## src/rtl/thr_pkg.sv

```systemverilog
package thr_pkg;
    localparam int NUM_CLASSES = 3;

    typedef enum logic [1:0] {
        EV_TWEAK = 2'd0,
        EV_CTS   = 2'd1,
        EV_DKEY  = 2'd2
    } ev_class_e;

    typedef struct packed {
        logic hold;
    } ctrl_state_t;
endpackage

```

## src/rtl/evt_window.sv

```systemverilog
module evt_window #(
    parameter int W   = 20,
    parameter int THR = 4
) (
    input  logic clk,
    input  logic rst,
    input  logic ev,
    output logic over
);
    localparam int CNT_W = $clog2(W + 1);

    typedef struct packed {
        logic [W-1:0]     hist;
        logic [CNT_W-1:0] cnt;
    } win_t;

    win_t win_d, win_q;

    always_comb begin
        win_d      = win_q;
        win_d.hist = {win_q.hist[W-2:0], ev};
        win_d.cnt  = win_q.cnt + CNT_W'(ev) - CNT_W'(win_q.hist[W-1]);
    end

    always_ff @(posedge clk) begin
        if (rst) begin
            win_q <= '0;
        end else begin
            win_q <= win_d;
        end
    end

    assign over = (win_q.cnt >= CNT_W'(THR));

    assert_no_overflow_R6: assert property (@(posedge clk) disable iff (rst)
        win_q.cnt <= CNT_W'(W));

    assert_hist_count_R6: assert property (@(posedge clk) disable iff (rst)
        $countones(win_q.hist) == int'(win_q.cnt));
endmodule

```

## src/rtl/thr_ctrl.sv

```systemverilog
module thr_ctrl
    import thr_pkg::*;
(
    input  logic                   clk,
    input  logic                   rst,
    input  logic [NUM_CLASSES-1:0] over,
    input  logic                   m_ready,
    output logic                   stall
);
    ctrl_state_t st_d, st_q;

    always_comb begin
        st_d      = st_q;
        stall     = (|over) | st_q.hold;
        st_d.hold = stall & ~m_ready;
    end

    always_ff @(posedge clk) begin
        if (rst) begin
            st_q <= '0;
        end else begin
            st_q <= st_d;
        end
    end

    assert_hold_filler_R9: assert property (@(posedge clk) disable iff (rst)
        (stall && !m_ready) |=> stall);
endmodule

```

## src/rtl/beat_mux.sv

```systemverilog
module beat_mux #(
    parameter int DATA_W      = 64,
    parameter int CHAN_W      = 10,
    parameter int FILLER_CHAN = 1023
) (
    input  logic              stall,
    input  logic              s_valid,
    output logic              s_ready,
    input  logic [DATA_W-1:0] s_data,
    input  logic [CHAN_W-1:0] s_chan,
    input  logic              s_last,
    input  logic              s_tweak,
    input  logic              s_cts,
    input  logic              s_dkey,
    output logic              m_valid,
    input  logic              m_ready,
    output logic [DATA_W-1:0] m_data,
    output logic [CHAN_W-1:0] m_chan,
    output logic              m_last,
    output logic              m_tweak,
    output logic              m_cts,
    output logic              m_dkey,
    output logic              m_filler
);
    always_comb begin
        if (stall) begin
            s_ready  = 1'b0;
            m_valid  = 1'b1;
            m_data   = '0;
            m_chan   = CHAN_W'(FILLER_CHAN);
            m_last   = 1'b1;
            m_tweak  = 1'b0;
            m_cts    = 1'b0;
            m_dkey   = 1'b0;
            m_filler = 1'b1;
        end else begin
            s_ready  = m_ready;
            m_valid  = s_valid;
            m_data   = s_data;
            m_chan   = s_chan;
            m_last   = s_last;
            m_tweak  = s_tweak;
            m_cts    = s_cts;
            m_dkey   = s_dkey;
            m_filler = 1'b0;
        end
    end
endmodule

```

## src/rtl/evt_rate_throttle.sv

```systemverilog
module evt_rate_throttle
    import thr_pkg::*;
#(
    parameter int DATA_W      = 64,
    parameter int CHAN_W      = 10,
    parameter int FILLER_CHAN = 1023,
    parameter int TWK_WIN     = 20,
    parameter int TWK_LIM     = 4,
    parameter int CTS_WIN     = 20,
    parameter int CTS_LIM     = 3,
    parameter int DKEY_WIN    = 16,
    parameter int DKEY_LIM    = 4,
    parameter bit BYPASS      = 1'b0
) (
    input  logic              clk,
    input  logic              rst,
    input  logic              s_valid,
    output logic              s_ready,
    input  logic [DATA_W-1:0] s_data,
    input  logic [CHAN_W-1:0] s_chan,
    input  logic              s_last,
    input  logic              s_tweak,
    input  logic              s_cts,
    input  logic              s_dkey,
    output logic              m_valid,
    input  logic              m_ready,
    output logic [DATA_W-1:0] m_data,
    output logic [CHAN_W-1:0] m_chan,
    output logic              m_last,
    output logic              m_tweak,
    output logic              m_cts,
    output logic              m_dkey,
    output logic              m_filler
);
    localparam int WIN [NUM_CLASSES] = '{TWK_WIN, CTS_WIN, DKEY_WIN};
    localparam int LIM [NUM_CLASSES] = '{TWK_LIM, CTS_LIM, DKEY_LIM};

    if (BYPASS) begin : g_wire
        assign s_ready  = m_ready;
        assign m_valid  = s_valid;
        assign m_data   = s_data;
        assign m_chan   = s_chan;
        assign m_last   = s_last;
        assign m_tweak  = s_tweak;
        assign m_cts    = s_cts;
        assign m_dkey   = s_dkey;
        assign m_filler = 1'b0;
    end else begin : g_thr
        logic                   accept;
        logic [NUM_CLASSES-1:0] ev;
        logic [NUM_CLASSES-1:0] over;
        logic                   stall;

        always_comb begin
            accept       = s_valid & s_ready;
            ev[EV_TWEAK] = accept & s_tweak;
            ev[EV_CTS]   = accept & s_cts;
            ev[EV_DKEY]  = accept & s_dkey;
        end

        for (genvar g = 0; g < NUM_CLASSES; g++) begin : g_cls
            evt_window #(.W(WIN[g]), .THR(LIM[g])) u_win (
                .clk  (clk),
                .rst  (rst),
                .ev   (ev[g]),
                .over (over[g])
            );
        end

        thr_ctrl u_ctrl (
            .clk     (clk),
            .rst     (rst),
            .over    (over),
            .m_ready (m_ready),
            .stall   (stall)
        );

        beat_mux #(
            .DATA_W      (DATA_W),
            .CHAN_W      (CHAN_W),
            .FILLER_CHAN (FILLER_CHAN)
        ) u_mux (
            .stall    (stall),
            .s_valid  (s_valid),
            .s_ready  (s_ready),
            .s_data   (s_data),
            .s_chan   (s_chan),
            .s_last   (s_last),
            .s_tweak  (s_tweak),
            .s_cts    (s_cts),
            .s_dkey   (s_dkey),
            .m_valid  (m_valid),
            .m_ready  (m_ready),
            .m_data   (m_data),
            .m_chan   (m_chan),
            .m_last   (m_last),
            .m_tweak  (m_tweak),
            .m_cts    (m_cts),
            .m_dkey   (m_dkey),
            .m_filler (m_filler)
        );

        assert_no_accept_in_stall_R4: assert property (@(posedge clk) disable iff (rst)
            stall |-> !(s_valid && s_ready));

        assert_ready_gated_R9: assert property (@(posedge clk) disable iff (rst)
            !m_ready |-> !s_ready);

        assert_filler_kept_R9: assert property (@(posedge clk) disable iff (rst)
            (m_valid && m_filler && !m_ready) |=> (m_valid && m_filler));

        assert_filler_chan_R5: assert property (@(posedge clk) disable iff (rst)
            (m_valid && m_filler) |-> (m_chan == CHAN_W'(FILLER_CHAN)));
    end
endmodule

```

## config.mk

```make
export PLATFORM = sky130hd
export DESIGN_NAME = evt_rate_throttle
export DESIGN_NICKNAME = d
export VERILOG_FILES = /design/src/rtl/thr_pkg.sv /design/src/rtl/evt_window.sv /design/src/rtl/thr_ctrl.sv /design/src/rtl/beat_mux.sv /design/src/rtl/evt_rate_throttle.sv
export SDC_FILE = /design/constraint.sdc
export NUM_CORES = 1
export LEC_CHECK = 0
export ABC_AREA = 1
export BUFFER_PORTS_ARGS = -buffer_cell sky130_fd_sc_hd__clkbuf_2
export CAP_MARGIN = 15
export CORE_ASPECT_RATIO = 1.4
export CORE_MARGIN = 3
export CORE_UTILIZATION = 44
export CTS_CLUSTER_DIAMETER = 30
export DETAILED_ROUTE_END_ITERATION = 10
export GPL_TIMING_DRIVEN = 0
export PLACE_DENSITY = 0.82
export SETUP_SLACK_MARGIN = 0.02
export SLEW_MARGIN = 20
export SYNTH_ARGS = -nofsm -noshare
export SYNTH_HDL_FRONTEND = slang
export SYNTH_HIERARCHICAL = 1
export SYNTH_SLANG_ARGS = --single-unit
```

## constraint.sdc

```tcl
create_clock -name clk -period 6.4 [get_ports clk]
set_clock_uncertainty 0.15 [all_clocks]
set_input_delay 0.32 -clock clk [delete_from_list [all_inputs] [get_ports clk]]
set_output_delay 0.32 -clock clk [all_outputs]
set_load 0.05 [all_outputs]
```

==> key figures <==
Timing
  • Worst-Margin Slew: 0.320 ns
  • Final setup viols: 0
  • RSZ-0062 raised after global routing: no
  • Rel. slew slack: 0.788
  • Fmax: 0.311 GHz
  • Crit path setup slack, layout: about 3.2 ns
  • Slew Viols, Final: 0
  • Setup_tns: 0 ns
  • Fin. Hold Viols: 0
  • Period utilisation layout: 0.503
  • Post-layout min period: between 3 and 4 ns

Drt
  • Antenna Nets Post-Route: 0
  • Initial DRC Count: 146
  • DRC viols: 0
  • DR WL/cell: 12.0 um
  • Vias/cell: 4.19
  • DRT Pass-1 Iters: 4
  • Final WL: between 9000 and 10000 um
  • Via count: ~3300

Setup path
  • Endpoint class of the critical path: register
  • Setup slack, reg-to-reg: approximately 3.2 ns
  • Worst R2R End: g_thr.g_cls[0].u_win/win_q[4]
  • Crit start category: register
  • Crit path max fanout: 10
  • Worst setup path startpoint: g_thr.g_cls[1].u_win/win_q[2]
  • Reg-to-Reg Start: g_thr.g_cls[1].u_win/win_q[2]
  • Worst Path Arrival: between 3 and 4 ns
  • R2R cell count: 22
  • CP required: roughly 6.5 ns
  • Setup Crit Path Kind: reg2reg

Min path
  • Worst Hold Launch: m_ready
  • Hold Crit Class: in2reg
  • Hold path cells: 4
  • Worst Hold Endpoint: g_thr.u_ctrl/st_q

Yosys
  • Fraction of registers with async set/reset: 0
  • Post-Synthesis Cells: a little over 500
  • Seq/Total Area, Yosys: 0.425
  • Synth Net Count: ~610
  • Mapped cell area: between 3000 and 4000 um2
  • Netlist cell types: 17
  • Synth cell count leaders: 181 x inv_1, 151 x nor2_1, 72 x dfxtp_1
  • Main synth FF type: dfxtp_1
  • Avg Cell Area, Syn: 6.71 um2
  • Main area contributors after synthesis: dfxtp_1 43%, inv_1 20%, nor2_1 17%, ha_1 7.0%, nand2_1 3.9%
  • Yosys reg bits: between 70 and 80
  • Yosys top cell area share: 0.425
  • Top-count cell post-synth: inv_1
  • Syn. warnings: 6
  • Post-synth EDFFs: 0
  • Area leader, netlist: dfxtp_1

Clock tree
  • Setup bufs post-CTS: 0
  • CTS tree: done
  • CTS Buf Count: 9
  • CTS HTree Levels: 3
  • Clock Tree Buf Depth: 2
  • Hold Buf Count CTS: 0
  • Reg clk slew, reported paths: 0.08 ns
  • Post-CTS resize count: 0
  • CTS Sinks: between 70 and 80
  • CTS root buf: clkbuf_8
  • Clk_lat worst skew: ~0.34 ns

Final layout
  • Util after Layout: 0.610
  • Area growth syn-to-layout: 33.3%
  • Fillcell total: 671
  • Layout cell share with drive strength beyond 1: 0.290
  • Fin nets: 782
  • Diodes inserted: 0
  • Final instance area: roughly 4500 um2

Floorplanning
  • FP Rows: 37
  • Starting Density: 0.458
  • I/O pin total: ~160
  • Die ar.: between 8000 and 9000 um2
  • Chip height: ~110 um
  • Area of the core: 7410 um2
  • Chip Width: between 80 and 90 um

Global routing
  • First-pass GRT wire length: ~14000 um
  • Number of global-route vias before repair: approximately 2900
  • Initial antenna violation count: 0
  • Pin count of the biggest net entering global routing: 13
  • Congestion Overflow GR: 0
  • Gr usage total: 0.212

Placement
  • GP Congestion: between 0.8 and 0.9
  • DP Worst Slack: 3.27 ns
  • Placed cell area: roughly 4300 um2
  • Port buffer count: ~160
  • Post-DP HPWL: 8010 um

Status
  • Status: finished clean

Run
  • Max-cap violations: 0
==> state kept, by name, summed over array words and instances (netlist names) <==
signal	count
g_thr.g_cls.u_win/win_d	53
g_thr.g_cls.u_win/win_q	18
g_thr.u_ctrl/st_q	1
==> final cells by class <==
class	count	area, um2	area share
clock buffer	11	141	0.0313
inverter	183	687	0.152
clock inverter	5	56.3	0.0125
timing repair buffer	162	811	0.179
tap	97	121	0.0268
multi-input combinational	234	1150	0.254
buffer	16	115	0.0255
sequential	72	1440	0.319
==> cell usage in the layout, fill, tap and decap left out, types with 2 or more instances in the layout <==
cell type and instances:
buf_6 4, ha_1 19, nor2_1 151, nand2_1 35, nand3_1 9, buf_2 8, dfxtp_1 72, clkbuf_2 162
clkbuf_8 10, clkinv_2 2, inv_1 181, nand4_1 2, a21oi_1 9, buf_4 4, nand3_2 3, or2_1 2
fa_1 3
==> through the flow <==
step | hold slack [ns] | cells
6_report | 0.0963 | 780
5_1_grt | 0.127 | 780
2_1_floorplan | 0.238 | 505
3_5_place_dp | 0.245 | 764
3_3_place_gp | 0.240 | 764
4_1_cts | 0.0762 | 780
==> worst max path at each step <==
stage,end
final,g_thr.g_cls[0].u_win/win_q[4]
after floorplan,g_thr.g_cls[2].u_win/win_q[4]
after global routing,g_thr.g_cls[0].u_win/win_q[4]
after CTS,g_thr.g_cls[0].u_win/win_q[4]
after detailed placement,g_thr.g_cls[0].u_win/win_q[4]
after global placement,g_thr.g_cls[2].u_win/win_q[4]
==> critical path, cell delays in order, from the launching register on <==
cell	delay, ns
dfxtp_1	0.35
inv_1	0.08
ha_1	0.22
inv_1	0.09
nand2_1	0.06
nand2_1	0.05
nand3_1	0.06
nor2_1	0.15
nand2_1	0.10
buf_6	0.14
buf_6	0.14
nor2_1	0.16
nand2_1	0.14
nor2_1	0.16
ha_1	0.20
inv_1	0.07
fa_1	0.36
inv_1	0.08
nand2_1	0.07
nand2_1	0.11
nand3_2	0.06
nand2_1	0.07
nor2_1	0.04
==> metal layers <==
layer / up-vias / track usage / part of all wire
li1: 1716 / - / -
met1: 1390 / 0.272 / 0.40
met2: 157 / 0.331 / 0.44
met3: 9 / 0.0705 / 0.14
met4: 0 / 0.0761 / 0.014
met5: - / 0 / 0
==> logic make-up (layout without fill, tap and decap cells) <==
group | after synthesis | after routing | synth area share
and+or+nand+nor | 203 | 203 | 0.237
buffers and inverters | 199 | 377 | 0.237
DFF | 72 | 72 | 0.425
adders and majority gates | 22 | 22 | 0.0878
AOI/OAI and AO/OA | 9 | 9 | 0.0133
Power is left out: the tool's default activity adds up to more than one toggle a clock period on the data nets, which glitch-free logic cannot reach.
